### src/rtl/tsel_pkg.sv
package tsel_pkg;

    typedef enum logic [1:0] {
        REQ_NONE = 2'd0,
        REQ_ON   = 2'd1,
        REQ_OFF  = 2'd2
    } req_t;

    // Fold new request inputs into a held request: on wins a tie, newest wins otherwise
    function automatic req_t req_merge(input req_t held, input logic on, input logic off);
        if (on)
            return REQ_ON;
        else if (off)
            return REQ_OFF;
        else
            return held;
    endfunction

    function automatic logic req_apply(input req_t r, input logic cur);
        case (r)
            REQ_ON:  return 1'b1;
            REQ_OFF: return 1'b0;
            default: return cur;
        endcase
    endfunction

endpackage

### src/rtl/tsel_divider.sv
module tsel_divider (
    input  logic clk,
    input  logic rst,
    output logic div_q
);

    always_ff @(posedge clk) begin
        if (rst)
            div_q <= 1'b0;
        else
            div_q <= ~div_q;
    end

    AST_DIV_TOGGLE: assert property (@(posedge clk) disable iff (rst)
        1'b1 |=> (div_q != $past(div_q)));

endmodule

### src/rtl/tsel_req_latch.sv
module tsel_req_latch
    import tsel_pkg::*;
(
    input  logic clk,
    input  logic rst,
    input  logic div_q,
    input  logic turbo_on,
    input  logic turbo_off,
    output req_t pend_q
);

    req_t base;

    // A cycle with div_q low ends with its window consumed, so start afresh
    always_comb base = div_q ? pend_q : REQ_NONE;

    always_ff @(posedge clk) begin
        if (rst)
            pend_q <= REQ_NONE;
        else
            pend_q <= req_merge(base, turbo_on, turbo_off);
    end

    AST_ON_PRIORITY: assert property (@(posedge clk) disable iff (rst)
        turbo_on |=> (pend_q == REQ_ON));

    AST_OFF_CAPTURE: assert property (@(posedge clk) disable iff (rst)
        (turbo_off && !turbo_on) |=> (pend_q == REQ_OFF));

endmodule

### src/rtl/tsel_sel_reg.sv
module tsel_sel_reg
    import tsel_pkg::*;
#(
    parameter logic RST_TURBO = 1'b0
) (
    input  logic clk,
    input  logic rst,
    input  logic div_q,
    input  req_t pend_q,
    output logic sel_q
);

    // Falling master edge with divided clock low: both sources low until next rise
    always_ff @(negedge clk) begin
        if (rst)
            sel_q <= RST_TURBO;
        else if (!div_q)
            sel_q <= req_apply(pend_q, sel_q);
    end

    AST_SWITCH_WHEN_LOW: assert property (@(negedge clk) disable iff (rst)
        (sel_q != $past(sel_q)) |-> ($past(div_q) == 1'b0));

    AST_HOLD_IDLE: assert property (@(negedge clk) disable iff (rst)
        (pend_q == REQ_NONE) |=> (sel_q == $past(sel_q)));

endmodule

### src/rtl/turbo_clk_sel.sv
module turbo_clk_sel
    import tsel_pkg::*;
#(
    parameter logic RST_TURBO = 1'b0
) (
    input  logic clk,
    input  logic rst,
    input  logic turbo_on,
    input  logic turbo_off,
    output logic cpu_clk,
    output logic turbo
);

    logic div_q;
    logic sel_q;
    req_t pend_q;

    tsel_divider u_div (
        .clk   (clk),
        .rst   (rst),
        .div_q (div_q)
    );

    tsel_req_latch u_req (
        .clk       (clk),
        .rst       (rst),
        .div_q     (div_q),
        .turbo_on  (turbo_on),
        .turbo_off (turbo_off),
        .pend_q    (pend_q)
    );

    tsel_sel_reg #(.RST_TURBO(RST_TURBO)) u_sel (
        .clk    (clk),
        .rst    (rst),
        .div_q  (div_q),
        .pend_q (pend_q),
        .sel_q  (sel_q)
    );

    assign cpu_clk = sel_q ? clk : div_q;
    assign turbo   = sel_q;

    AST_RESET_LOW: assert property (@(posedge clk)
        rst |=> (div_q == 1'b0));

endmodule

### config.mk
export PLATFORM = sky130hd
export DESIGN_NAME = turbo_clk_sel
export DESIGN_NICKNAME = d
export VERILOG_FILES = /design/src/rtl/tsel_pkg.sv /design/src/rtl/tsel_divider.sv /design/src/rtl/tsel_req_latch.sv /design/src/rtl/tsel_sel_reg.sv /design/src/rtl/turbo_clk_sel.sv
export SDC_FILE = /design/constraint.sdc
export NUM_CORES = 1
export LEC_CHECK = 0
export BUFFER_PORTS_ARGS = -buffer_cell sky130_fd_sc_hd__buf_2
export CAP_MARGIN = 40
export CORE_AREA = 2 2 39 41
export DETAILED_ROUTE_END_ITERATION = 16
export DIE_AREA = 0 0 41 43
export PLACE_DENSITY = 0.3
export SYNTH_ARGS = -nofsm -noshare
export SYNTH_HDL_FRONTEND = slang
export SYNTH_SLANG_ARGS = --single-unit
### constraint.sdc
create_clock -name clk -period 1.5 [get_ports clk]
set_input_delay 0.3 -clock clk [delete_from_list [all_inputs] [get_ports clk]]
set_output_delay 0.3 -clock clk [all_outputs]
set_load 0.01 [all_outputs]
==> results of run 1 <==
-- layout make-up --
type	instances	area [µm²]	area share, %
Clock buffer	8	60.06	19.05
Sequential cell	4	83.83	26.59
Tap cell	16	20.02	6.349
Multi-Input combinational cell	10	91.34	28.97
Clock inverter	1	3.754	1.190
Inverter	2	7.507	2.381
Timing Repair Buffer	7	48.80	15.48
-- state kept, by name, indices dropped and copies added (netlist names) --
| name | flops |
|---|---|
| u_sel.sel_q | 1 |
| u_div.div_q | 1 |
| u_req.pend_q | 2 |
-- cells in the mapped netlist --
master / n / area (µm²)
dfxtp_1: 4 / 80.08
a21oi_1: 3 / 15.01
inv_1: 3 / 11.26
ha_1: 1 / 12.51
mux2_1: 1 / 11.26
nand3b_1: 1 / 7.510
nor2_1: 1 / 3.750
nor3_1: 1 / 5.000
o21ai_0: 1 / 5.000
or3_1: 1 / 6.260
-- routing by layer --
layer	GRT usage, %	routed length, µm	up-vias
met1	6.410	188	85
met4	8.000	0	0
met5	0	0	-
met2	5.000	184	10
met3	12.04	70	0
li1	-	-	86
-- report_power, final --
group | switching, mW | internal (mW) | total (mW)
combinational | 0.0170 | 0.0243 | 0.0414
clock | 0.0875 | 0.214 | 0.301
sequential | 0.00519 | 0.115 | 0.121
-- through the flow --
stage	setup TNS, ns	hold slack (ns)
CTS	-1.588	0.1145
global placement	-0.8448	0.4736
floorplan	-0.6713	0.3691
detailed placement	-0.8751	0.4852
finish	-1.535	0.1254
global route	-1.642	0.1235
-- kinds of logic after synthesis --
logic type,synth area share (%)
AO/OA/AOI/OAI,12.69
AND/OR/NAND/NOR,14.28
flip-flops,50.80
buffers and inverters,7.142
multiplexers,7.142
adder cells (fa/ha/maj),7.935
-- path summary, 6_finish.rpt --
kind / start / endpoint / slack, ns / depth (start not counted)
setup / recovery: u_sel.sel_q / cpu_clk / -0.71 / 2
hold / removal: turbo_on / u_req.pend_q[1] / 0.13 / 2
setup reg to reg: u_req.pend_q[0] / u_sel.sel_q / -0.31 / 4
hold reg to reg: u_req.pend_q[1] / u_req.pend_q[1] / 0.54 / 2
-- timing repair --
action | CTS | global route
gates resized for setup | 8 | 2
gates cloned | 0 | 0
setup endpoints to repair | 3 | 3
buffers inserted | 1 | 1
pin swaps | 3 | 2
==> impl_metrics.csv, run 1 <==
group,metric,value,unit
run_status,status,"complete, but fails checks",
layout,layout-drive-gt1-share,68.75,%
grt,grt_util_all_layers,7.121,%
placement,portBuffers,5,
detailed_routing,first_iter_violations,0,
clocking,cts_hold_buf,0,
placement,placed_cell_area,217.7,µm²
setup_path,path_cells,"mux2_4 > buf_6",
grt,overflow,0,
detailed_routing,wire_per_inst,9.229,µm
layout,nNetsFinal,38,
floorplanning,rows,14,
sta,slew_headroom,85.25,%
sta,rsz0062_at_grt,"yes",
layout,synthToLayoutAreaGrowth,100.0,%
min_path,worstHoldPathType,"input port to register",
setup_path,cp_max_fo,2,
setup_path,cp.required,1.20,ns
sta,finalHoldViolations,0,
detailed_routing,dr_total_vias,181,
detailed_routing,drc,0,
detailed_routing,vias_per_cell,3.771,
setup_path,crit_buf_inv,1,
floorplanning,ios,6,
setup_path,critPathLaunchType,"register",
pwr,p_total,0.4633,mW
pwr,vdd_drop_max,0.4626,mV
grt,grt_max_degree,6,
sta,clock_skew,0.06372,ns
layout,n_fill_cell,153,
grt,antenna_found_initial,0,
layout,fin_area,315.3,µm²
clocking,clkTransAtPathRegs,0.04,ns
setup_path,slowest_stage,"dfxtp_2",
synth,synth.avg_cell_area,9.274,µm²
clocking,clock_latency,0.40,ns
synth,netlist_area,157.7,µm²
setup_path,critPathTopFamily,"flip-flops",
layout,antenna_cells,0,
floorplanning,start_util,11.39,%
placement,placed_cells,40,
floorplanning,core_area,0.001384,mm²
floorplanning,fp.dieArea,0.001763,mm²
layout,layout_common_cells,"6 x clkbuf_4, 3 x buf_2, 3 x buf_4, 3 x dfxtp_2",
floorplanning,die_w,41,µm
synth,syn_nets,22,
clocking,cts_tree,"yes",
placement,gp_congestion,0.5518,
run_status,failed_checks,"setup timing",
layout,instances_no_fill,48,
detailed_routing,routed_wl,443,µm
detailed_routing,firstDrtPassIters,1,
floorplanning,die_h,43,µm
setup_path,max_stage_delay,0.33,ns
synth,ys_warn_count,0,
setup_path,cp-end-kind,"output pin",
pwr,powerDensity,1469,mW/mm²
layout,fin_util,22.78,%
sta,maxSlewViolCount,0,
layout,layout_commonest_cell,"clkbuf_4",
placement,place_ws,-0.4438,ns
synth,seq_area_frac_synth,50.79,%
flow_run,drv_cap,0,
detailed_routing,ant_nets,0,
setup_path,critPathKind,"register to output pin",
pwr,p_leak,0.1425,nW
sta,setup_viol,3,
sta,worstMarginPinSlew,0.2189,ns
synth,synthCells,17,
grt,grt_pass1_vias,201,
grt,grt_pass1_wl,703,µm
synth,ys_ff_latch,4,
setup_path,arrival,1.91,ns
synth,synth.distinct_cells,10,
sta,setup_ws,-0.7082,ns
Power figures use the tool's default switching activity.
==> run 2, diff against run 1 <==
- CELL_PAD_IN_SITES_DETAIL_PLACEMENT: unset -> 0
- CELL_PAD_IN_SITES_GLOBAL_PLACEMENT: unset -> 1
- PLACE_DENSITY: 0.3 -> 0.32
==> run 2 against run 1 <==
The run still ends with setup timing left. Register-to-register slack improved by 0.03 ns. Via count decreased by 5.0%. Power increased by 1.1%. Sequential share of layout area decreased by 1.1 points. Highest routed layer unchanged. Critical path depth unchanged. Routed wire length decreased by 5.9%. Cell count increased by 4.2%. Non-clock buffer count increased by 2. Flip-flop and latch count unchanged. Largest power group unchanged. Worst hold slack improved by 0.0039 ns.
==> impl_metrics.csv, run 2 (same netlist as run 1, synthesis figures left out) <==
group,metric,value,unit
pwr,p_leak,0.1524,nW
floorplanning,die_h,43,µm
sta,rsz0062_at_grt,"yes",
sta,maxSlewViolCount,0,
sta,holdWs,0.1293,ns
floorplanning,ios,6,
layout,antenna_cells,0,
floorplanning,start_util,11.39,%
detailed_routing,routed_wl,417,µm
clocking,clock_latency,0.41,ns
flow_run,drv_cap,0,
floorplanning,core_area,0.001384,mm²
grt,grt.met3_usage,4.188,%
pwr,switching_share,23.71,%
sta,setup_tns,-1.597,ns
sta,clock_skew,0.06356,ns
setup_path,r2r-start,"u_req.pend_q[0]",
setup_path,max_stage_delay,0.33,ns
layout,layout-drive-gt1-share,67.65,%
grt,grt_max_degree,5,
setup_path,arrival,1.90,ns
grt,grt-busiest-layer,"met4",
pwr,power_switching,0.1111,mW
sta,setup_ws,-0.7044,ns
layout,nNetsFinal,40,
floorplanning,fp.dieArea,0.001763,mm²
detailed_routing,dr_total_vias,172,
clocking,clkTransAtPathRegs,0.04,ns
pwr,combPwrFrac,9.6,%
detailed_routing,first_iter_violations,3,
layout,largest_register_ffs,2,
setup_path,path_cells,"mux2_4 > buf_6",
grt,grt_util_all_layers,6.827,%
detailed_routing,firstDrtPassIters,2,
placement,gp_congestion,0.6487,
setup_path,slowest_stage,"dfxtp_2",
run_status,failed_checks,"setup timing",
placement,portBuffers,5,
setup_path,critPathLaunchType,"register",
layout,layout_common_cells,"6 x clkbuf_4, 4 x buf_4, 3 x buf_2, 3 x buf_6, 3 x dfxtp_2",
grt,antenna_found_initial,0,
setup_path,r2r_cells,4,
detailed_routing,drc,0,
placement,place_ws,-0.4243,ns
layout,synthToLayoutAreaGrowth,108.7,%
layout,fin_util,23.78,%
setup_path,cp.required,1.20,ns
min_path,holdPathStages,2,
grt,grt_pass1_vias,197,
floorplanning,rows,14,
clocking,cts_tree,"yes",
detailed_routing,vias_per_cell,3.440,
grt,met2_usage,5.625,%
layout,largest_register,"u_req.pend_q",
min_path,min_from,"turbo_on",
sta,finalHoldViolations,0,
pwr,vdd_drop_max,0.3716,mV
pwr,sequentialPowerShare,25.7,%
placement,placed_cells,42,
detailed_routing,wire_per_inst,8.340,µm
layout,instances_no_fill,50,
layout,layout_commonest_cell,"clkbuf_4",
grt,overflow,0,
layout,top_regs,"u_req.pend_q x2, u_div.div_q x1, u_sel.sel_q x1",
min_path,worstHoldPathType,"input port to register",
setup_path,cp_max_fo,2,
sta,slew_headroom,84.82,%
run_status,status,"complete, but fails checks",
grt,grt_pass1_wl,655,µm
clocking,cts_hold_buf,0,
pwr,p_total,0.4686,mW
layout,fin_area,329.1,µm²
setup_path,startpoint,"u_sel.sel_q",
setup_path,critPathKind,"register to output pin",
placement,placed_cell_area,232.7,µm²
sta,worstMarginPinSlew,0.2253,ns
grt,globalRouteMet1Util,6.109,%
pwr,powerDensity,1424,mW/mm²
pwr,power_frac_clock,64.6,%
pwr,p_int,0.3575,mW
detailed_routing,ant_nets,0,
sta,setup_viol,3,
setup_path,cp-end-kind,"output pin",
floorplanning,die_w,41,µm
-- run 2: cell types whose count changed in the layout (fill, tap and decap cells not counted) --
cell	change
or3_1	+1
buf_6	+1
buf_4	+1
or3_4	-1
-- run 2: layout make-up --
type | count | area (µm²)
clock buffers | 8 | 60.06
multi-input cells | 10 | 86.33
well taps | 16 | 20.02
clock inverters | 1 | 3.754
repair buffers | 9 | 67.56
inverters | 2 | 7.507
fillers | 160 | 1055
flip-flops and latches | 4 | 83.83
-- run 2: worst paths after layout --
check                                        to  slack (ns)
worst max register to register      u_sel.sel_q       -0.28
worst max-delay path                    cpu_clk       -0.70
worst min register to register  u_req.pend_q[0]        0.49
worst min-delay path            u_req.pend_q[1]        0.13
-- run 2: layer usage --
layer	wire, µm	share of wire, %
met1	173	41
met2	227	54
met3	16	3.8
met4	0	0
met5	0	0
-- run 2: power by group through the flow --
stage                     registers [mW]  logic, mW  clock network [mW]
final                              0.121     0.0451               0.303
after detailed placement           0.120     0.0332              0.0247
after global placement             0.120     0.0332              0.0247
after global routing               0.121     0.0502               0.332
after floorplan                    0.121    0.00961              0.0196
after CTS                          0.121     0.0443               0.318
-- run 2: worst max-delay path: cells and delay by family, from the launching register on --
family,cells,cell delay (ns)
buffers and inverters,1,0.12
flip-flops,1,0.33
multiplexers,1,0.30
-- run 2: repair_timing --
item | in CTS | in global routing
setup buffers | 1 | 1
pin swaps | 3 | 2
resized for setup | 9 | 2
setup endpoints to repair | 3 | 3
==> run 3, diff against run 2 <==
- ABC_AREA: unset -> 1
- PLACE_DENSITY: 0.32 -> 0.35
==> run 3 against run 2 <==
The run still ends with setup timing left. Register-to-register slack better by 0.12 ns. Clock power is 36% lower. Cell area decreased by 8.7%. Routed wire length is 12% lower. Synthesized area rose by 11%. Power is 23% lower. Non-clock buffer count fell by 3. Combinational power shrank 2%.
==> impl_metrics.csv, run 3 <==
group,metric,value,unit
run_status,status,"complete, but fails checks",
run_status,failed_checks,"setup timing",
placement,gp_congestion,0.6383,
pwr,p_leak,0.1519,nW
detailed_routing,ant_nets,0,
synth,synthArstFlopShare,0,%
grt,grt_max_degree,5,
synth,synth_common_cells,"6 x inv_1, 4 x dfxtp_1, 4 x nand2_1, 4 x nor2_1, 2 x nand3_1",
synth,synthFlopType,"dfxtp_1",
clocking,numCtsBuffers,3,
grt,grt_pass1_wl,676,µm
min_path,worstHoldPathType,"input port to register",
setup_path,slowest_stage,"dfxtp_4",
clocking,htree_levels,1,
grt,antenna_found_initial,0,
sta,rsz0062_at_grt,"yes",
floorplanning,start_util,12.66,%
synth,synthTopCellsByArea,"dfxtp_1 46%, inv_1 13%, nand2_1 8.6%",
setup_path,cp-end-kind,"output pin",
flow_run,drv_cap,0,
setup_path,path_cells,"nor2_4 > a21oi_2 > buf_2",
pwr,p_int,0.2533,mW
pwr,vdd_drop_max,0.3207,mV
layout,largest_register,"u_req.pend_q",
floorplanning,die_h,43,µm
layout,fin_area,300.3,µm²
setup_path,rrSetupSlack,-0.16,ns
floorplanning,ios,6,
detailed_routing,first_iter_violations,0,
detailed_routing,drc,0,
layout,antenna_cells,0,
layout,n_fill_cell,160,
clocking,cts_tree,"yes",
floorplanning,rows,14,
synth,seq_area_frac_synth,45.71,%
layout,layout_commonest_cell,"inv_1",
sta,worstMarginPinSlew,0.1379,ns
setup_path,critPathTopFamily,"flip-flops",
sta,clock_skew,0.06039,ns
sta,setup_viol,3,
setup_path,endpoint,"cpu_clk",
layout,layout_common_cells,"7 x inv_1, 4 x nand2_1, 4 x buf_2, 3 x nor2_1, 3 x clkbuf_4",
synth,ys_warn_count,0,
detailed_routing,vias_per_cell,3.442,
detailed_routing,wire_per_inst,7.058,µm
synth,syn_nets,29,
setup_path,startpoint,"u_sel.sel_q",
synth,synth_top_area_share,45.71,%
clocking,clock_latency,0.30,ns
placement,portBuffers,5,
setup_path,cp_max_fo,3,
setup_path,critPathLaunchType,"register",
layout,synthToLayoutAreaGrowth,71.43,%
synth,synthCells,24,
setup_path,crit_cells,3,
synth,post-synth-top-area-cell,"dfxtp_1",
setup_path,critPathKind,"register to output pin",
synth,netlist_area,175.2,µm²
synth,synth_most_common_cell,"inv_1",
synth,synth.avg_cell_area,7.299,µm²
clocking,clkTransAtPathRegs,0.04,ns
setup_path,arrival,1.65,ns
sta,slew_headroom,90.80,%
setup_path,crit_buf_inv,1,
pwr,power_switching,0.1054,mW
clocking,post_cts_buffers,0,
layout,top_regs,"u_req.pend_q x2, u_div.div_q x1, u_sel.sel_q x1",
pwr,power_frac_clock,53.9,%
pwr,sequentialPowerShare,33.8,%
grt,overflow,0,
pwr,p_total,0.3587,mW
detailed_routing,firstDrtPassIters,1,
sta,finalHoldViolations,0,
pwr,combPwrFrac,12.3,%
sta,holdWs,0.2458,ns
setup_path,r2r_end,"u_sel.sel_q",
setup_path,cp.required,1.20,ns
detailed_routing,dr_total_vias,179,
synth,ys_ff_latch,4,
floorplanning,core_area,0.001384,mm²
clocking,clock-root-buffer,"clkbuf_4",
setup_path,max_stage_delay,0.36,ns
synth,synth_edf_count,0,
placement,placed_cell_area,244.0,µm²
sta,setup_ws,-0.4465,ns
floorplanning,fp.dieArea,0.001763,mm²
pwr,powerDensity,1195,mW/mm²
clocking,cts_hold_buf,0,
floorplanning,die_w,41,µm
sta,maxSlewViolCount,0,
clocking,cts_buffer_depth,2,
grt,grt_pass1_vias,201,
layout,largest_register_ffs,2,
grt,grt_util_all_layers,6.520,%
layout,nNetsFinal,42,
synth,synth.distinct_cells,9,
layout,layout-drive-gt1-share,47.22,%
setup_path,r2r_cells,6,
setup_path,r2r-start,"u_req.pend_q[0]",
pwr,switching_share,29.39,%
detailed_routing,routed_wl,367,µm
==> run 3: cell types whose count changed in the layout (fill, tap and decap cells not counted), sizes merged <==
cell,previous run,this run
nor2,1,5
nand3,0,2
a21oi,3,2
clkbuf,7,4
inv,3,7
or3,1,0
o21ai,1,0
mux2,1,0
nand2,0,4
buf,10,7
nor3,1,0
nand3b,1,0
==> run 3: area by class of cell <==
| type | count | area [µm²] | share of cell area [%] |
|---|---|---|---|
| repair buffers | 6 | 41.29 | 13.75 |
| flip-flops and latches | 4 | 85.08 | 28.33 |
| clock buffers | 5 | 31.28 | 10.42 |
| clock inverters | 2 | 7.507 | 2.500 |
| multi-input cells | 14 | 96.34 | 32.08 |
| inverters | 5 | 18.77 | 6.250 |
| well taps | 16 | 20.02 | 6.667 |
==> run 3: cells by family after synthesis <==
logic type,share of synthesized area [%]
fa+ha+maj,7.142
simple gates,26.43
compound gates,7.855
flops,45.72
buf+inv,12.86
==> run 3: worst min path at each step <==
| stage | slack [ns] | cells past startpoint | from | endpoint |
|---|---|---|---|---|
| after CTS | 0.23 | 2 | rst | u_req.pend_q[0] |
| after global routing | 0.23 | 2 | rst | u_req.pend_q[0] |
| final | 0.25 | 2 | rst | u_req.pend_q[0] |
| after global placement | 0.48 | 2 | u_req.pend_q[0] | u_req.pend_q[0] |
| after floorplan | 0.36 | 1 | rst | u_req.pend_q[0] |
| after detailed placement | 0.48 | 2 | u_req.pend_q[0] | u_req.pend_q[0] |
==> run 3: per-stage QoR <==
stage               setup TNS, ns  worst slack [ns]  util, %  std cells
floorplan                 -0.2796           -0.1795        -         24
global placement          -0.5323           -0.2395    17.63         47
detailed placement        -0.5344           -0.2357    17.63         47
CTS                        -1.093           -0.4653    21.70         52
global route               -1.222           -0.5004    21.70         52
finish                     -1.046           -0.4465    21.70         52
==> run 3: power by group through the flow <==
stage / Sequential (mW) / Clock [mW] / Combinational [mW]
2_1_floorplan: 0.123 / 0.0269 / 0.0162
3_3_place_gp: 0.121 / 0.0314 / 0.0358
3_5_place_dp: 0.121 / 0.0314 / 0.0360
4_1_cts: 0.121 / 0.204 / 0.0452
5_1_grt: 0.122 / 0.225 / 0.0491
6_report: 0.121 / 0.193 / 0.0440
==> run 3: metal layers <==
layer	global-route usage, %	wire, µm	up-vias
li1	-	-	95
met1	5.449	142	78
met2	7.500	189	6
met3	8.377	34	0
met4	5.333	0	0
met5	0	0	-
==> run 3: repair_timing <==
item,in CTS,in global routing
gates resized for setup,4,0
endpoints found under the setup margin,3,3
pin swaps,2,0
